$ cat src/rtl/rsm_pkg.sv
package rsm_pkg;
  typedef enum logic [2:0] {
    ST_IDLE,
    ST_FREQ,
    ST_FWAIT,
    ST_CREQ,
    ST_CWAIT,
    ST_OUT
  } rsm_state_e;
endpackage

$ cat src/rtl/rsm_thresh.sv
// Shift-dependent range thresholds, built as a table over all shift counts.
module rsm_thresh #(
  parameter int DW = 16,
  parameter int SW = 3
) (
  input  logic [SW-1:0] shift,
  output logic [DW-1:0] fine_max,
  output logic [DW-1:0] coarse_min
);
  localparam int NSH = 1 << SW;
  localparam logic [DW-1:0] FMAX_BASE = {DW{1'b1}} << 3;
  localparam logic [DW-1:0] CMIN_BASE = {DW{1'b1}} << (DW - 4);

  logic [DW-1:0] fmax_tab [NSH];
  logic [DW-1:0] cmin_tab [NSH];

  for (genvar i = 0; i < NSH; i++) begin : g_tab
    assign fmax_tab[i] = FMAX_BASE >> i;
    assign cmin_tab[i] = CMIN_BASE >> i;
  end

  assign fine_max   = fmax_tab[shift];
  assign coarse_min = cmin_tab[shift];
endmodule

$ cat src/rtl/rsm_datapath.sv
// Fine-range scaling and coarse-range floor.
module rsm_datapath #(
  parameter int DW = 16,
  parameter int SW = 3
) (
  input  logic [DW-1:0] raw,
  input  logic [SW-1:0] shift,
  input  logic [DW-1:0] coarse_min,
  output logic [DW-1:0] fine_val,
  output logic [DW-1:0] coarse_val
);
  assign fine_val   = raw >> shift;
  assign coarse_val = (raw < coarse_min) ? coarse_min : raw;
endmodule

$ cat src/rtl/rsm_decide.sv
// Range choice with hysteresis on the previous timeslice's range.
module rsm_decide #(
  parameter int DW = 16
) (
  input  logic [DW-1:0] fine_val,
  input  logic [DW-1:0] fine_max,
  input  logic [DW-1:0] coarse_min,
  input  logic          prev_coarse,
  input  logic          force_fine,
  input  logic          force_coarse,
  output logic          want_coarse
);
  always_comb begin
    if (force_coarse)     want_coarse = 1'b1;
    else if (force_fine)  want_coarse = 1'b0;
    else if (prev_coarse) want_coarse = (fine_val >= fine_max);
    else                  want_coarse = (fine_val >= coarse_min);
  end
endmodule

$ cat src/rtl/rsm_seq.sv
// Timeslice sequencer: fine request, optional coarse request, result hold.
module rsm_seq #(
  parameter int DW = 16,
  parameter int SW = 3
) (
  input  logic          clk,
  input  logic          rst_n,
  input  logic          slice_valid,
  output logic          slice_ready,
  input  logic [SW-1:0] cfg_shift,
  input  logic          cfg_force_fine,
  input  logic          cfg_force_coarse,
  output logic [SW-1:0] shift_q,
  output logic          force_fine_q,
  output logic          force_coarse_q,
  output logic          cv_req_valid,
  input  logic          cv_req_ready,
  output logic          cv_req_coarse,
  input  logic          cv_rsp_valid,
  input  logic [DW-1:0] fine_val,
  input  logic [DW-1:0] coarse_val,
  input  logic          want_coarse,
  output logic          flag_q,
  output logic          res_valid,
  input  logic          res_ready,
  output logic [DW-1:0] res_data
);
  import rsm_pkg::*;

  rsm_state_e    st;
  logic [DW-1:0] res_q;

  always_ff @(posedge clk or negedge rst_n) begin
    if (!rst_n) begin
      st             <= ST_IDLE;
      shift_q        <= '0;
      force_fine_q   <= 1'b0;
      force_coarse_q <= 1'b0;
      flag_q         <= 1'b0;
      res_q          <= '0;
    end else begin
      case (st)
        ST_IDLE: if (slice_valid) begin
          shift_q        <= cfg_shift;
          force_fine_q   <= cfg_force_fine;
          force_coarse_q <= cfg_force_coarse;
          st             <= ST_FREQ;
        end
        ST_FREQ: if (cv_req_ready) st <= ST_FWAIT;
        ST_FWAIT: if (cv_rsp_valid) begin
          if (want_coarse) begin
            st <= ST_CREQ;
          end else begin
            res_q  <= fine_val;
            flag_q <= 1'b0;
            st     <= ST_OUT;
          end
        end
        ST_CREQ: if (cv_req_ready) st <= ST_CWAIT;
        ST_CWAIT: if (cv_rsp_valid) begin
          res_q  <= coarse_val;
          flag_q <= 1'b1;
          st     <= ST_OUT;
        end
        ST_OUT: if (res_ready) st <= ST_IDLE;
        default: st <= ST_IDLE;
      endcase
    end
  end

  assign slice_ready   = (st == ST_IDLE);
  assign cv_req_valid  = (st == ST_FREQ) || (st == ST_CREQ);
  assign cv_req_coarse = (st == ST_CREQ);
  assign res_valid     = (st == ST_OUT);
  assign res_data      = res_q;
endmodule

$ cat src/rtl/range_select_mon.sv
module range_select_mon #(
  parameter int DW = 16,
  parameter int SW = 3
) (
  input  logic          clk,
  input  logic          rst_n,
  input  logic          slice_valid,
  output logic          slice_ready,
  input  logic [SW-1:0] cfg_shift,
  input  logic          cfg_force_fine,
  input  logic          cfg_force_coarse,
  output logic          cv_req_valid,
  input  logic          cv_req_ready,
  output logic          cv_req_coarse,
  input  logic          cv_rsp_valid,
  input  logic [DW-1:0] cv_rsp_data,
  output logic          res_valid,
  input  logic          res_ready,
  output logic [DW-1:0] res_data,
  output logic          range_flag
);
  logic [SW-1:0] shift_q;
  logic          ff_q, fc_q, flag_q, want_coarse;
  logic [DW-1:0] fine_max, coarse_min, fine_val, coarse_val;

  rsm_thresh #(.DW(DW), .SW(SW)) u_thresh (
    .shift(shift_q), .fine_max(fine_max), .coarse_min(coarse_min)
  );

  rsm_datapath #(.DW(DW), .SW(SW)) u_dp (
    .raw(cv_rsp_data), .shift(shift_q), .coarse_min(coarse_min),
    .fine_val(fine_val), .coarse_val(coarse_val)
  );

  rsm_decide #(.DW(DW)) u_decide (
    .fine_val(fine_val), .fine_max(fine_max), .coarse_min(coarse_min),
    .prev_coarse(flag_q), .force_fine(ff_q), .force_coarse(fc_q),
    .want_coarse(want_coarse)
  );

  rsm_seq #(.DW(DW), .SW(SW)) u_seq (
    .clk(clk), .rst_n(rst_n),
    .slice_valid(slice_valid), .slice_ready(slice_ready),
    .cfg_shift(cfg_shift), .cfg_force_fine(cfg_force_fine),
    .cfg_force_coarse(cfg_force_coarse),
    .shift_q(shift_q), .force_fine_q(ff_q), .force_coarse_q(fc_q),
    .cv_req_valid(cv_req_valid), .cv_req_ready(cv_req_ready),
    .cv_req_coarse(cv_req_coarse), .cv_rsp_valid(cv_rsp_valid),
    .fine_val(fine_val), .coarse_val(coarse_val), .want_coarse(want_coarse),
    .flag_q(flag_q), .res_valid(res_valid), .res_ready(res_ready),
    .res_data(res_data)
  );

  assign range_flag = flag_q;
endmodule

$ cat config.mk
export PLATFORM = sky130hd
export DESIGN_NAME = range_select_mon
export DESIGN_NICKNAME = d
export VERILOG_FILES = /design/src/rtl/rsm_pkg.sv /design/src/rtl/rsm_thresh.sv /design/src/rtl/rsm_datapath.sv /design/src/rtl/rsm_decide.sv /design/src/rtl/rsm_seq.sv /design/src/rtl/range_select_mon.sv
export SDC_FILE = /design/constraint.sdc
export NUM_CORES = 1
export LEC_CHECK = 0
export BUFFER_PORTS_ARGS = -buffer_cell sky130_fd_sc_hd__buf_2
export CORE_ASPECT_RATIO = 0.8
export CORE_MARGIN = 2
export CORE_UTILIZATION = 64
export CTS_CLUSTER_DIAMETER = 150
export DETAILED_ROUTE_END_ITERATION = 8
export PLACE_DENSITY = 0.93
export SYNTH_ARGS = -nofsm -noshare
export SYNTH_HDL_FRONTEND = slang
export SYNTH_HIERARCHICAL = 1
export SYNTH_SLANG_ARGS = --single-unit
$ cat constraint.sdc
create_clock -name clk -period 7.3 [get_ports clk]
set_input_delay 1.46 -clock clk [delete_from_list [all_inputs] [get_ports clk]]
set_output_delay 1.46 -clock clk [all_outputs]
set_load 0.005 [all_outputs]
; ---- After elaboration in Yosys (flattened, before gate mapping)
; Memories as Yosys holds them, arrays and structs flattened.
; Index checks and enable logic that the tools add are counted.
[op_classes]
magnitude_cmp = 4
eq_ne = 12
shifts = 1
mux = 24
bitwise_logic = 1
reduce_logical = 6
[ops]
columns = operator, count
row1 = $mux W16, 8
row2 = $ge A16 B16 Y1, 2
row3 = $pmux W16 S2, 1
row4 = $mux W3, 7
row5 = $pmux W3 S6, 1
row6 = $lt A16 B16 Y1, 1
row7 = $shr A16 B3 Y16, 1
row8 = $ne A2 B2 Y1 const B, 6
row9 = $eq A3 B2 Y1 const B, 2
row10 = $eq A3 B3 Y1 const B, 2
row11 = $mux W1, 6
row12 = $reduce_and A6 Y1, 1
row13 = $ge A4 B4 Y1 const B, 1
row14 = $not A3 Y4, 1
row15 = $reduce_and A4 Y1, 1
row16 = $eq A3 B1 Y1 const B, 1
row17 = $logic_not A3 Y1, 1
row18 = $ne A2 B1 Y1 const B, 1
row19 = $pmux W1 S2, 1
row20 = $reduce_and A2 Y1, 1
row21 = $reduce_bool A2 Y1, 1
row22 = $logic_or A1 B1 Y1, 1
[word_totals]
regBits = 25
mem_bits_ro = 256
input_bits = 27
out_inout_bits = 21
word_cells = 56
n_memories = 2
[mem_list]
columns = name, depth, word_bits, rd, rd_clocked_by_memory_dff, wr, line_no
row1 = (name not given), 8, 16, 1, 0, 0, rsm_thresh.sv:22  ; assign fine_max = fmax_tab[shift];
row2 = (name not given), 8, 16, 1, 0, 0, rsm_thresh.sv:23  ; assign coarse_min = cmin_tab[shift];

; ---- Logic depth before layout (Yosys ltp)
[depth]
depth_word = 11
ltp_mapped = 16
mapped_depth_nobuf = 14

; ---- Hierarchy
; The synthesis kept the hierarchy.
[modules_own_cells]
columns = module, instances, cells_per_inst, area_per_inst_um2
row1 = rsm_seq, 1, 94, 1318.8
row2 = rsm_datapath, 1, 147, 1128.6
row3 = rsm_decide, 1, 109, 792.0
row4 = rsm_thresh, 1, 37, 251.5

; ---- Worst setup path before layout
; OpenSTA, ideal clock, no wires.
[synth_path]
path_type = in2reg
startpoint = in cv_rsp_data[2]
endpoint = reg u_seq.res_q[10], in the netlist u_seq/res_data[10]
t_arrival_ns = 4.162
path_slack_ns = 3.013
cell_stages = 14
n_path_buf = 1
cell_sequence = mux4_1 nand2_1 o21ai_0 inv_1 ha_1 nand2b_1 a31oi_1 nor3_1 o31ai_1 a22oi_1 or3b_4 a21oi_4 buf_12 mux2_4
[synth_between]
elab_chain_cells = 7
word_cells_on_any_way = 14
classes_between = order compare (3) / eq/ne (1) / shift (1) / mux (8) / reduce/logical (1)
[synth_rtl]
columns = element, line_no
row1 = start: declaration, range_select_mon.sv:16  ; input logic [DW-1:0] cv_rsp_data,
row2 = $shr A16 B3 Y16 (*), rsm_datapath.sv:12  ; assign fine_val = raw >> shift;
row3 = via fine_val[0], range_select_mon.sv:24  ; logic [DW-1:0] fine_max, coarse_min, fine_val, coarse_val;
row4 = $ge A16 B16 Y1 (on tied branches), "rsm_decide.sv:17, rsm_decide.sv:16"
row5 = $mux W1 (*), rsm_decide.sv:16  ; else if (prev_coarse) want_coarse = (fine_val >= fine_max);
row6 = $mux W1 (*), rsm_decide.sv:15  ; else if (force_fine) want_coarse = 1'b0;
row7 = $mux W1 (*), rsm_decide.sv:14  ; if (force_coarse) want_coarse = 1'b1;
row8 = via want_coarse, range_select_mon.sv:23  ; logic ff_q, fc_q, flag_q, want_coarse;
row9 = $ne A2 B2 Y1 (no source line) (*), n/a
row10 = $reduce_and A4 Y1 (no source line) (*), n/a
row11 = end signal: assignment, rsm_seq.sv:54  ; res_q <= fine_val;
row12 = end signal: assignment, rsm_seq.sv:61  ; res_q <= coarse_val;
row13 = end: declaration, rsm_seq.sv:31  ; logic [DW-1:0] res_q;
; Mark *: on every way through the listed nets, which the timed path passes. The rest lies on a longest branch. The select of a mux whose other input is x is not followed.
; A chain may end at the register's enable or synchronous reset.

; ---- Worst setup path in the final report
[layout_path]
startpoint = in cv_rsp_data[14]
endpoint = reg u_seq.res_q[1], in the netlist u_seq/res_data[1]
; The elaborated chain is that of the path after synthesis.

==> metrics.cfg <==
[layout]
nFillCells=427
final_common_cell=inv_1
insertedDiodeCount=0
mostFrequentLayoutCells=inv_1, ha_1, buf_2
final_util_pct=68.9
area_growth_pct=5.52
drive_above_1_share_pct=28.6
nets=498

[timing]
timing.final.crit_period_ns=4.72
fmax_mhz=212
fin_ws_ns=2.58
worst_slew_pin_slew_ns=1.14
setup-tns-final_ns=0
clock_skew_ns=0.00395
hold_viol=0
setup_viol=0
rsz0062_at_grt=no
period_share_pct=64.6
slew_headroom_pct=24.1
maxSlewViolCount=0

[logic_synthesis]
syn_area_per_cell_um2=9.02
ys_ff_latch=25
synth_edf_count=0
netlist_area_mm2=0.00349
synth_seq_area_share_pct=17.9
ys.flop_type=dfrtp_1
async_reset_ff_share_pct=100
yosysWarnings=6
yosysUniqueCellTypes=54
syn_inst=387

[run]
max_cap_violations=0

[routing]
drt_iter0_drc=269
vias_per_cell=6.08
via_count=2945
first_pass_iters=7
wire_per_inst_um=16.8
routed_wl_um=8130
ant_nets=0
drc_errors=0

[clock_network]
cts_tree=done
cts_hold_buf=0
ctsResizeCount=0
clk_pin_slew_ns=0.09
clockRootBuffer=clkbuf_8
htreeDepth=1
post_cts_buffers=0
cts.sinks=25
cts_inserted_buffers=3
clockBufferDepth=2
insertion_delay_ns=0.28

[power_and_ir_drop]
ir_worst_vdd_uv=247
leakage_nw=1.92
finalPower_mw=1.70
powerDensity_mw_per_mm2=461

[place]
gp_congestion=0.918
hpwl_um=6330
pre_cts_slack_ns=2.36
io_buffer_count=47

[status]
outcome=finished, final reports clean

[global_route]
use_met3_pct=5.32
grt-ovfl-total=0
grt_usage_pct=27.1
grt_pass1_wl_um=13000
gr-usage-met1_pct=38.4
grt_max_degree=35
busiest_layer=met2
grt_util_met2_pct=41.2
antenna_found_initial=0
grt_pass1_vias=2741

[die]
ios=48
fp.coreArea_mm2=0.00535
die_x_um=86.6
die_h_um=70.1
initial_core_util_pct=65.3
row_count=24
dieArea_mm2=0.00606

[critical_path]
arrival_ns=4.89
worstPathRequired_ns=7.47
rrSetupSlack_ns=2.63
cp_max_fo=17
rr_worst_depth=11
r2r-start=u_seq/shift_q[1]$_DFFE_PN0P_
startpoint_type=primary input
regToRegEndpoint=u_seq/res_data[1]$_DFFE_PN0P_
path_class=primary input to flop
end_kind=flop

[worst_hold_path]
hold_path_startpoint=u_seq/res_data[4]$_DFFE_PN0P_
hold_end=u_seq/res_data[4]$_DFFE_PN0P_
hold_depth=1
worstHoldPathType=flop to flop

-- metal layers --
metal	routed length, µm	up-vias
li1	-	1396
met1	3640	1380
met2	3680	143
met3	607	26
met4	203	0
met5	0	-
-- state kept, by name, indices dropped and copies added (netlist names) --
signal / flops
u_seq/res_data: 16
u_seq/force_fine_q: 1
u_seq/force_coarse_q: 1
u_seq/flag_q: 1
u_seq/shift_q: 3
u_seq/st: 3
-- cell usage after synthesis (all sizes together), types with 6 or more instances --
cell / instances / area (µm²)
nor2: 10 / 37.5
nor3: 7 / 45.0
nand2: 34 / 128
nand3: 6 / 30.0
nand2b: 6 / 45.0
a211oi: 7 / 65.1
mux2i: 14 / 140
inv: 60 / 225
ha: 51 / 638
a21oi: 21 / 116
buf: 25 / 200
dfrtp: 25 / 626
o21ai: 15 / 75.1
mux2: 56 / 702
-- power breakdown --
group	total (mW)	internal, mW	switching (mW)
Combinational	1.30	0.615	0.686
Sequential	0.309	0.205	0.105
Clock	0.0899	0.0402	0.0498
-- worst max-delay path: stages --
cell and delay (ns):
buf_2 0.14, mux2_2 0.28, o21ai_0 0.31, o22ai_1 0.25, ha_1 0.38, a21oi_1 0.15, a21oi_1 0.09, a211oi_1 0.27
a22oi_1 0.15, or3b_4 0.41, a21oi_4 0.60, mux2_2 0.41
-- how the worst max path moves through the flow --
stage | cells past startpoint | startpoint | slack, ns | end
finish | 12 | cv_rsp_data[14] | 2.58 | u_seq/res_data[1]$_DFFE_PN0P_
global placement | 14 | cv_rsp_data[7] | 2.45 | u_seq/res_data[6]$_DFFE_PN0P_
global route | 11 | u_seq/shift_q[1]$_DFFE_PN0P_ | 2.36 | u_seq/res_data[4]$_DFFE_PN0P_
CTS | 14 | cv_rsp_data[15] | 2.65 | u_seq/res_data[1]$_DFFE_PN0P_
detailed placement | 13 | cv_rsp_data[7] | 2.36 | u_seq/res_data[1]$_DFFE_PN0P_
floorplan | 14 | cv_rsp_data[2] | 3.01 | u_seq/res_data[10]$_DFFE_PN0P_
-- kinds of logic after synthesis --
| logic type | share of synthesized area [%] |
|---|---|
| AND/OR/NAND/NOR | 12.1 |
| adder cells (fa/ha/maj) | 18.3 |
| multiplexers | 24.9 |
| XOR/XNOR | 0.251 |
| flip-flops | 17.9 |
| AO/OA/AOI/OAI | 13.8 |
| other | 0.215 |
| buffers and inverters | 12.6 |
-- final cells by class --
type | count | area [µm²] | share of cell area, %
flip-flops and latches | 25 | 626 | 17.0
multi-input cells | 282 | 2460 | 66.7
inverters | 60 | 225 | 6.11
well taps | 65 | 81.3 | 2.21
clock inverters | 1 | 8.76 | 0.238
repair buffers | 48 | 243 | 6.59
clock buffers | 3 | 41.3 | 1.12
-- stage by stage --
stage	hold WS, ns	instance area [µm²]	cells
2_1_floorplan	0.490	3520	396
3_3_place_gp	0.490	3630	480
3_5_place_dp	0.496	3630	480
4_1_cts	0.521	3680	484
5_1_grt	0.530	3680	484
6_report	0.513	3680	484
(Power assumes the default switching activity.)
